==> config.mk <==
export PLATFORM = sky130hd
export DESIGN_NAME = dslope_adc_ctrl
export DESIGN_NICKNAME = d
export VERILOG_FILES = /design/src/rtl/dslope_pkg.sv /design/src/rtl/dslope_sync.sv /design/src/rtl/dslope_seq.sv /design/src/rtl/dslope_result.sv /design/src/rtl/dslope_adc_ctrl.sv
export SDC_FILE = /design/constraint.sdc
export NUM_CORES = 1
export LEC_CHECK = 0
export ABC_AREA = 1
export BUFFER_PORTS_ARGS = -buffer_cell sky130_fd_sc_hd__buf_2
export CAP_MARGIN = 25
export CORE_AREA = 2 2 92 94
export DETAILED_ROUTE_END_ITERATION = 6
export DIE_AREA = 0 0 94 96
export PLACE_DENSITY = 0.66
export SLEW_MARGIN = 20
export SYNTH_ARGS = -nofsm -noshare
export SYNTH_HDL_FRONTEND = slang
export SYNTH_SLANG_ARGS = --single-unit
==> constraint.sdc <==
create_clock -name clk -period 3.3 [get_ports clk]
set_clock_uncertainty 0.2 [all_clocks]
set_input_delay 0.165 -clock clk [delete_from_list [all_inputs] [get_ports clk]]
set_output_delay 0.165 -clock clk [all_outputs]
set_load 0.02 [all_outputs]
==> src/rtl/dslope_pkg.sv <==
// Shared types for the dual-slope converter sequencer.
// Assumes: nothing beyond IEEE 1800-2017 enums.
package dslope_pkg;
    typedef enum logic [2:0] {
        ST_IDLE  = 3'd0,
        ST_AZERO = 3'd1,
        ST_RUNUP = 3'd2,
        ST_RUNDN = 3'd3,
        ST_DONE  = 3'd4
    } dsl_state_e;
endpackage

==> src/rtl/dslope_sync.sv <==
// Multi-flop synchronizer for the asynchronous comparator bit.
// Assumes: STAGES >= 2; the output lags the input by STAGES edges.
module dslope_sync #(
    parameter int STAGES = 2
) (
    input  logic clk,
    input  logic rst_n,
    input  logic d,
    output logic q
);
    logic [STAGES-1:0] stg;

    // shift the raw bit through the chain of flops
    always_ff @(posedge clk) begin
        if (!rst_n) stg <= '0;
        else        stg <= {stg[STAGES-2:0], d};
    end

    assign q = stg[STAGES-1];
endmodule

==> src/rtl/dslope_seq.sv <==
// Phase sequencer: clear, run-up, rundown and done, with the phase counter.
// Produces a capture strobe with the compensated count and the overrange
// decision, and a clear strobe when a start is accepted.
// Assumes: cmp_s is already synchronized with SYNC_STAGES flops of latency.
module dslope_seq
    import dslope_pkg::*;
#(
    parameter int CNT_W       = 12,
    parameter int AZ_CYCLES   = 4,
    parameter int SYNC_STAGES = 2,
    localparam int RES_W      = CNT_W + 1,
    localparam int PH_W       = CNT_W + 2
) (
    input  logic             clk,
    input  logic             rst_n,
    input  logic             start,
    input  logic [CNT_W-1:0] runup_len,
    input  logic             cmp_s,
    output dsl_state_e       state_o,
    output logic [CNT_W-1:0] len_lat_o,
    output logic             clr_o,
    output logic             cap_o,
    output logic [RES_W-1:0] cap_val_o,
    output logic             cap_ovr_o
);
    dsl_state_e       state, state_nx;
    logic [PH_W-1:0]  ph_cnt;
    logic [CNT_W-1:0] len_lat;
    logic [RES_W-1:0] max_rd;
    logic [PH_W-1:0]  rd_limit;
    logic             start_ok, az_last, runup_last, rd_armed, rd_hit, rd_sat, rd_end;

    assign start_ok   = (state == ST_IDLE) && start && (runup_len != '0);
    assign az_last    = (ph_cnt == PH_W'(AZ_CYCLES - 1));
    assign runup_last = (ph_cnt == (PH_W'(len_lat) - PH_W'(1)));
    assign max_rd     = {len_lat, 1'b0};
    assign rd_limit   = PH_W'(max_rd) + PH_W'(SYNC_STAGES);
    assign rd_armed   = (ph_cnt >= PH_W'(SYNC_STAGES));
    assign rd_hit     = (state == ST_RUNDN) && rd_armed && !cmp_s;
    assign rd_sat     = (state == ST_RUNDN) && (ph_cnt == rd_limit) && cmp_s;
    assign rd_end     = rd_hit || rd_sat;

    // next-phase decision
    always_comb begin
        state_nx = state;
        case (state)
            ST_IDLE:  if (start_ok)   state_nx = ST_AZERO;
            ST_AZERO: if (az_last)    state_nx = ST_RUNUP;
            ST_RUNUP: if (runup_last) state_nx = ST_RUNDN;
            ST_RUNDN: if (rd_end)     state_nx = ST_DONE;
            ST_DONE:                  state_nx = ST_IDLE;
            default:                  state_nx = ST_IDLE;
        endcase
    end

    // phase register
    always_ff @(posedge clk) begin
        if (!rst_n) state <= ST_IDLE;
        else        state <= state_nx;
    end

    // cycles spent in the current phase, zeroed on every phase change
    always_ff @(posedge clk) begin
        if (!rst_n)                 ph_cnt <= '0;
        else if (state_nx != state) ph_cnt <= '0;
        else if (state != ST_IDLE)  ph_cnt <= ph_cnt + PH_W'(1);
    end

    // run-up length frozen at the accepting edge
    always_ff @(posedge clk) begin
        if (!rst_n)        len_lat <= '0;
        else if (start_ok) len_lat <= runup_len;
    end

    assign state_o   = state;
    assign len_lat_o = len_lat;
    assign clr_o     = start_ok;
    assign cap_o     = rd_end;
    assign cap_ovr_o = !rd_hit;
    assign cap_val_o = rd_hit ? RES_W'(ph_cnt - PH_W'(SYNC_STAGES)) : max_rd;

    AST_START_TO_CLEAR: assert property (@(posedge clk) disable iff (!rst_n)
        start_ok |=> (state == ST_AZERO) && (ph_cnt == '0));
    AST_LEN_FROZEN: assert property (@(posedge clk) disable iff (!rst_n)
        (state != ST_IDLE) |=> $stable(len_lat));
    AST_MASK_WINDOW: assert property (@(posedge clk) disable iff (!rst_n)
        (state == ST_RUNDN && ph_cnt < PH_W'(SYNC_STAGES)) |=> (state == ST_RUNDN));
    AST_RD_BOUND: assert property (@(posedge clk) disable iff (!rst_n)
        (state == ST_RUNDN) |-> (ph_cnt <= rd_limit));
    AST_DONE_TO_IDLE: assert property (@(posedge clk) disable iff (!rst_n)
        (state == ST_DONE) |=> (state == ST_IDLE));
    AST_ZERO_LEN_IDLE: assert property (@(posedge clk) disable iff (!rst_n)
        (state == ST_IDLE && runup_len == '0) |=> (state == ST_IDLE));
endmodule

==> src/rtl/dslope_result.sv <==
// Result and overrange holding register.
// Cleared by an accepted start, loaded by the end-of-rundown capture strobe.
// Assumes: clr and cap never arrive in the same cycle.
module dslope_result #(
    parameter int RES_W = 13
) (
    input  logic             clk,
    input  logic             rst_n,
    input  logic             clr,
    input  logic             cap,
    input  logic [RES_W-1:0] cap_val,
    input  logic             cap_ovr,
    output logic [RES_W-1:0] result,
    output logic             overrange
);
    // hold the last conversion outcome
    always_ff @(posedge clk) begin
        if (!rst_n || clr) begin
            result    <= '0;
            overrange <= 1'b0;
        end else if (cap) begin
            result    <= cap_val;
            overrange <= cap_ovr;
        end
    end

    AST_CLR_CAP_EXCL: assert property (@(posedge clk) disable iff (!rst_n)
        !(clr && cap));
    AST_RESULT_HELD: assert property (@(posedge clk) disable iff (!rst_n)
        (!clr && !cap) |=> ($stable(result) && $stable(overrange)));
endmodule

==> src/rtl/dslope_adc_ctrl.sv <==
// Dual-slope integrating converter sequencer, top level.
// Drives the clear, input and reference switches of an external integrator.
// Times the rundown against the synchronized comparator.
// Assumes: cmp_in is asynchronous; runup_len is sampled only at an accepted start.
module dslope_adc_ctrl
    import dslope_pkg::*;
#(
    parameter int CNT_W       = 12,
    parameter int AZ_CYCLES   = 4,
    parameter int SYNC_STAGES = 2,
    localparam int RES_W      = CNT_W + 1
) (
    input  logic             clk,
    input  logic             rst_n,
    input  logic             start,
    input  logic [CNT_W-1:0] runup_len,
    input  logic             cmp_in,
    output logic             sw_zero,
    output logic             sw_input,
    output logic             sw_ref,
    output logic             busy,
    output logic             done,
    output logic [RES_W-1:0] result,
    output logic             overrange
);
    dsl_state_e       state;
    logic [CNT_W-1:0] len_lat;
    logic             cmp_s, clr, cap, cap_ovr;
    logic [RES_W-1:0] cap_val;

    dslope_sync #(.STAGES(SYNC_STAGES)) u_sync (
        .clk(clk), .rst_n(rst_n), .d(cmp_in), .q(cmp_s)
    );

    dslope_seq #(.CNT_W(CNT_W), .AZ_CYCLES(AZ_CYCLES), .SYNC_STAGES(SYNC_STAGES)) u_seq (
        .clk(clk), .rst_n(rst_n), .start(start), .runup_len(runup_len), .cmp_s(cmp_s),
        .state_o(state), .len_lat_o(len_lat), .clr_o(clr), .cap_o(cap),
        .cap_val_o(cap_val), .cap_ovr_o(cap_ovr)
    );

    dslope_result #(.RES_W(RES_W)) u_res (
        .clk(clk), .rst_n(rst_n), .clr(clr), .cap(cap), .cap_val(cap_val),
        .cap_ovr(cap_ovr), .result(result), .overrange(overrange)
    );

    // switch and status decode from the registered phase
    always_comb begin
        sw_zero  = (state == ST_AZERO);
        sw_input = (state == ST_RUNUP);
        sw_ref   = (state == ST_RUNDN);
        busy     = (state != ST_IDLE);
        done     = (state == ST_DONE);
    end

    AST_ONE_SWITCH: assert property (@(posedge clk) disable iff (!rst_n)
        $countones({sw_zero, sw_input, sw_ref}) <= 1);
    AST_DONE_PULSE: assert property (@(posedge clk) disable iff (!rst_n)
        done |=> !done);
    AST_OVR_SAT: assert property (@(posedge clk) disable iff (!rst_n)
        overrange |-> (result == {len_lat, 1'b0}));
    AST_RESULT_BOUND: assert property (@(posedge clk) disable iff (!rst_n)
        done |-> (result <= {len_lat, 1'b0}));
endmodule

== Word-level counts from Yosys, hierarchy flattened ==
Index checks and enable logic that the tools add are counted.
Storage, ports and cells
  register bits after elaboration: 45
  latch bits: 0
  memory bits (writable): 0
  ROM bits: 0
  input bits: 16
  output and inout port bits: 19
  logic and storage cells: 41
  memories kept: 0
Cells by class
  add/sub/neg operators: 4
  $mul: 0
  divide/modulo/power cells: 0
  order comparisons: 1
  equality and inequality tests: 8
  shifts and indexed selects: 0
  muxes and demuxes: 6
  bitwise operators: 1
  reduce and logical (&&, ||, !) cells: 15
Operators by type and width (number)
  == test 14 bit: 2
  adder 13 x 2 -> 14 bit, second input constant: 1
  adder 14 x 1 -> 14 bit, second input constant: 1
  == test 14 x 2 -> 1 bit, second input constant: 1
  >= comparator 14 x 2 -> 1 bit, second input constant: 1
  2-to-1 mux 13 bit: 1
  subtractor 12 x 1 -> 13 bit, second input constant: 1
  subtractor 13 x 2 -> 13 bit, second input constant: 1
  2-to-1 mux 3 bit: 4
  one-hot mux 3 bit (4 select lines): 1
  nonzero test 12 bit: 1
  == test 3 x 2 -> 1 bit, second input constant: 2
  logical AND 1 bit: 6
  == test 3 x 1 -> 1 bit, second input constant: 1
  == test 3 bit, second input constant: 1
  logical NOT 1 bit: 3
  logical NOT 3 bit: 1
  inequality test 3 bit: 1
  nonzero test 3 bit: 1
  logical OR 1 bit: 2
  OR reduction 2 bit: 1
  inverter 1 bit: 1

== Longest topological paths before layout ==
  depth in word-level cells: 9
  depth in mapped cells: 17
  gate-level depth less buffers: 16

== By module ==
Synthesis repeated with hierarchy kept, for this count alone.
Unflattened totals
  cells, all modules: 528
  area total of the unflattened synthesis: 3281.9 sq um
Modules (own cells, without submodules)
  dslope_seq: times used 1, cells each 449, area an instance 2645.0 sq um, sequential area each 580.6 sq um
  dslope_result: times used 1, cells each 62, area an instance 534.3 sq um, sequential area each 280.3 sq um
  dslope_sync: times used 1, cells each 6, area an instance 55.1 sq um, sequential area each 40.0 sq um
  dslope_adc_ctrl: times used 1, cells each 11, area an instance 47.5 sq um, sequential area each 0.0 sq um

== Least setup slack after synthesis ==
Ideal clock, no wire load.
  kind: register to register
  start point: reg u_seq.len_lat[0], in the netlist u_seq.len_lat_o[0]
  end point: reg u_seq.ph_cnt[5]
  library setup time: 0.116 ns
  arrival time: 2.006 ns
  setup slack: 0.978 ns
  stages on the path, launching flop included: 17
  path buffers: 1
  clock period less this slack: 2.322 ns
  cells stage by stage: dfxtp_1 inv_2 ha_1 inv_1 nand2_1 nand2_1 nor2_1 nand2_1 nor2_1 nand3_1 nor3_2 nand3_2 nand3_2 nand3_1 nand3_2 buf_6 nor2_2
On the way
  word-level cells in the longest chain between the ends: 9
  elaborated cells between the ends (all ways): 12
  those cells by class: add/sub (2); eq/ne (3); mux (3); reduce/logical (4)
Ends and longest elaborated chain
  start: declaration: RTL line dslope_seq.sv:28  | logic [CNT_W-1:0] len_lat;
  start signal: assignment: RTL line dslope_seq.sv:72  | else if (start_ok) len_lat <= runup_len;
  adder 13 x 2 -> 14 bit: RTL line dslope_seq.sv:37  | assign rd_limit = PH_W'(max_rd) + PH_W'(SYNC_STAGES);
  == test 14 bit: RTL line dslope_seq.sv:40  | assign rd_sat = (state == ST_RUNDN) && (ph_cnt == rd_limit) && cmp_s;
  logical AND 1 bit (2 in a row): RTL line dslope_seq.sv:40
  logical OR 1 bit: RTL line dslope_seq.sv:41  | assign rd_end = rd_hit || rd_sat;
  2-to-1 mux 3 bit: RTL line dslope_seq.sv:50  | ST_RUNDN: if (rd_end) state_nx = ST_DONE;
  one-hot mux 3 bit (4 select lines) *: RTL line dslope_seq.sv:46  | case (state)
  inequality test 3 bit *: RTL line dslope_seq.sv:65  | else if (state_nx != state) ph_cnt <= '0;
  OR reduction 2 bit (no line) *
  end signal: assignment: RTL line dslope_seq.sv:66  | else if (state != ST_IDLE) ph_cnt <= ph_cnt + PH_W'(1);
  end: declaration: RTL line dslope_seq.sv:27  | logic [PH_W-1:0] ph_cnt;
Mark *: on every way between the ends. The rest lies on a longest branch, timed or not.
A chain may end at the register's enable or synchronous reset.

== Worst setup path after layout ==
  start point: reg u_seq.len_lat[0], in the netlist u_seq.len_lat_o[0]
  end point: reg u_seq.ph_cnt[1]
The elaborated chain is that of the path after synthesis.

==> flow_metrics.tcl <==
set metrics [dict create \
    grtUsageTotal_pct 19.3 \
    worstHoldStart "runup_len[0]" \
    fin_nets 560 \
    final_common_cell "nand2_1" \
    min_path_type "in2reg" \
    synthToLayoutAreaGrowth_pct 13.6 \
    ys_seq_area_share_pct 28.4 \
    ios 35 \
    dpl.hpwl_mm 6.50 \
    holdPathEnd "u_seq.len_lat_o[0]$_SDFFE_PN0P_" \
    cap_violations 0 \
    ant_nets 0 \
    slew_violations 0 \
    max_slew_margin_pct 72.5 \
    die_h_um 96 \
    coreArea_mm2 0.00805 \
    crit_arrival_ns 2.87 \
    antenna_found_initial 0 \
    grt_max_degree 17 \
    finalCriticalPeriod_ns 2.85 \
    vias 3144 \
    yosysWarnings 0 \
    fp-row-count 33 \
    clk_latency_ns 0.30 \
    cts_tree "done" \
    numPortBuffers 34 \
    via_per_inst 4.88 \
    cts_buffer_depth 2 \
    min_period_over_period_pct 86.4 \
    start_util_pct 39.3 \
    drive_gt1_share_pct 14.8 \
    synth_fp_nets 525 \
    cp-end-kind "register" \
    place_inst 625 \
    wire_per_inst_um 12.7 \
    max_freq_mhz 351 \
    final_cell_mix "118 x nand2_1, 62 x nor2_1, 58 x inv_1, 45 x dfxtp_1, 34 x buf_2" \
    internal_power_uw 885 \
    met3RoutedLength_um 200 \
    top_layer_used "met4" \
    p_clk_share_pct 32.9 \
    grt_pass1_vias 2975 \
    power_frac_seq_pct 46.4 \
    power.switching_uw 399 \
    die_w_um 94 \
    cp_data_required_time_ns 3.32 \
    r2r-start "u_seq.len_lat_o[0]$_SDFFE_PN0P_" \
    dp_slack_ns 0.502 \
    synth_area_mm2 0.00317 \
    p_leak_uw 0.00162 \
    vdd_drop_max_mv 0.185 \
    m1WireLength_mm 3.66 \
    rrSetupSlack_ns 0.45 \
    met2_length_mm 4.16 \
    cts_htree_levels 2 \
    antenna_cells 0 \
    cts.sinks 45 \
    outcome "finished clean" \
    finalSetupViolCount 0 \
    rsz0062_at_grt "false" \
    r2r-end "u_seq.ph_cnt[1]$_SDFFE_PP0N_" \
    syn_avg_cell_area_um2 6.30 \
    post_layout_nonfiller_instances 644 \
    finalHoldViolations 0 \
    drt_wl_total_mm 8.16 \
    syn_inst 503 \
    rr_worst_depth 16 \
    hold_ws_ns 0.00252 \
    power_frac_comb_pct 20.7 \
    power_uw 1280 \
    dieArea_mm2 0.00902 \
    worstHoldPathCells 3 \
    worst-path-max-fanout 14 \
    gp_congestion 0.898 \
    cts_inserted_buffers 5 \
    setup_slack_ns 0.450 \
    first_iter_violations 138 \
    cts_root_buffer "clkbuf_8" \
    critPathLaunchType "register" \
    setup_tns_ns 0 \
    grt_pass1_wl_mm 13.9 \
    drc 0 \
    powerDensity_mw_per_mm2 357 \
    dr.pass1.iters 5 \
    nFillCells 845 \
    cts_setup_buffers 0 \
    worst-slew-pin-transition_ns 0.411 \
    path_clk_slew_ns 0.09 \
    ys_ff_latch 45 \
    criticalPathCategory "reg2reg" \
    post_cts_resized 0 \
    synthDistinctLibCells 31 \
    grt-ovfl-total 0 \
    swShare_pct 31.1 \
]
[worst max path at each step]
stage,startpoint,to,depth (start not counted)
floorplan,u_seq.len_lat_o[0]$_SDFFE_PN0P_,u_seq.ph_cnt[5]$_SDFFE_PP0N_,16
global placement,u_seq.len_lat_o[0]$_SDFFE_PN0P_,u_seq.ph_cnt[3]$_SDFFE_PP0N_,14
detailed placement,u_seq.len_lat_o[0]$_SDFFE_PN0P_,u_seq.ph_cnt[1]$_SDFFE_PP0N_,16
CTS,u_seq.len_lat_o[0]$_SDFFE_PN0P_,u_seq.ph_cnt[1]$_SDFFE_PP0N_,16
global route,u_seq.len_lat_o[0]$_SDFFE_PN0P_,u_seq.ph_cnt[1]$_SDFFE_PP0N_,15
finish,u_seq.len_lat_o[0]$_SDFFE_PN0P_,u_seq.ph_cnt[1]$_SDFFE_PP0N_,16
[synthesized netlist by cell type (all sizes together)]
cell type | instances | share of area, %
inv | 61 | 7.2
xor2 | 24 | 6.6
nand3b | 1 | 0.24
clkbuf | 6 | 0.71
buf | 12 | 2.5
or2 | 3 | 0.59
nor2 | 81 | 11
a21boi | 1 | 0.24
nor4 | 3 | 0.59
ha | 6 | 2.4
o21ai | 35 | 5.5
nand4 | 9 | 1.8
nand3 | 39 | 7.3
xnor2 | 5 | 1.4
nand2 | 124 | 15
o21bai | 1 | 0.24
nor3 | 13 | 2.2
dfxtp | 45 | 28
clkinv | 2 | 0.24
a31oi | 2 | 0.40
a21oi | 30 | 4.7
[through the flow]
step	cell area (um^2)	utilization, %
floorplan	3170	-
global placement	3370	41.9
detailed placement	3370	41.9
CTS	3600	44.7
global route	3600	44.7
finish	3600	44.7
[worst max-delay path: stages (launching register included)]
cell and delay, ns:
dfxtp_1 0.50, inv_2 0.11, ha_1 0.34, inv_1 0.05, nand2_1 0.05, nand2_1 0.05
nor2_1 0.08, nand2_1 0.08, nor2_1 0.10, nand3_1 0.09, nor3_2 0.14, nand3_2 0.18
nand3_2 0.15, nand2_2 0.07, nand2_2 0.07, nand3_2 0.32, nor2_1 0.21
[power by group through the flow]
| stage | combinational, uW | clock, uW | sequential [uW] |
|---|---|---|---|
| floorplan | 216 | 0 | 587 |
| global placement | 251 | 0 | 607 |
| global route | 303 | 456 | 600 |
| finish | 266 | 422 | 596 |
| detailed placement | 254 | 0 | 608 |
| CTS | 266 | 435 | 595 |
[layout make-up]
cell class | instances | area [um^2] | share of cell area (%)
tap | 105 | 131 | 3.65
sequential | 45 | 901 | 25.1
timing repair buffer | 46 | 288 | 8.00
clock inverter | 2 | 38.8 | 1.08
clock buffer | 6 | 72.6 | 2.02
multi-input combinational | 377 | 1930 | 53.6
inverter | 63 | 236 | 6.58
[what timing repair did]
item                                   4_1_cts  5_1_grt
setup endpoints to repair                    0        0
hold buffers                                11        0
endpoints found under the hold margin       11        0
[per-layer routing]
layer / vias to the layer above / track usage [%]
met2: 54 / 36.3
li1: 1659 / -
met1: 1418 / 23.0
met4: 0 / 5.07
met5: - / 0
met3: 13 / 2.82
[registers in the layout, indices dropped and copies added, names as in the netlist]
signal / count
u_res.overrange: 1
u_res.result: 13
u_seq.len_lat_o: 12
u_sync.stg: 2
u_seq.state_o: 3
u_seq.ph_cnt: 14
[cells by family (layout without fill, tap and decap cells)]
family                   count (synthesis)  in the layout  share of synthesized area [%]
AND/OR/NAND/NOR                        273            273                           39.4
flip-flops                              45             45                           28.4
adder cells (fa/ha/maj)                  6              6                           2.37
AO/OA/AOI/OAI                           69             69                           11.1
buffers and inverters                   81            117                           10.7
XOR/XNOR                                29             29                           8.02
No activity file was read; power rests on OpenSTA's default activity.
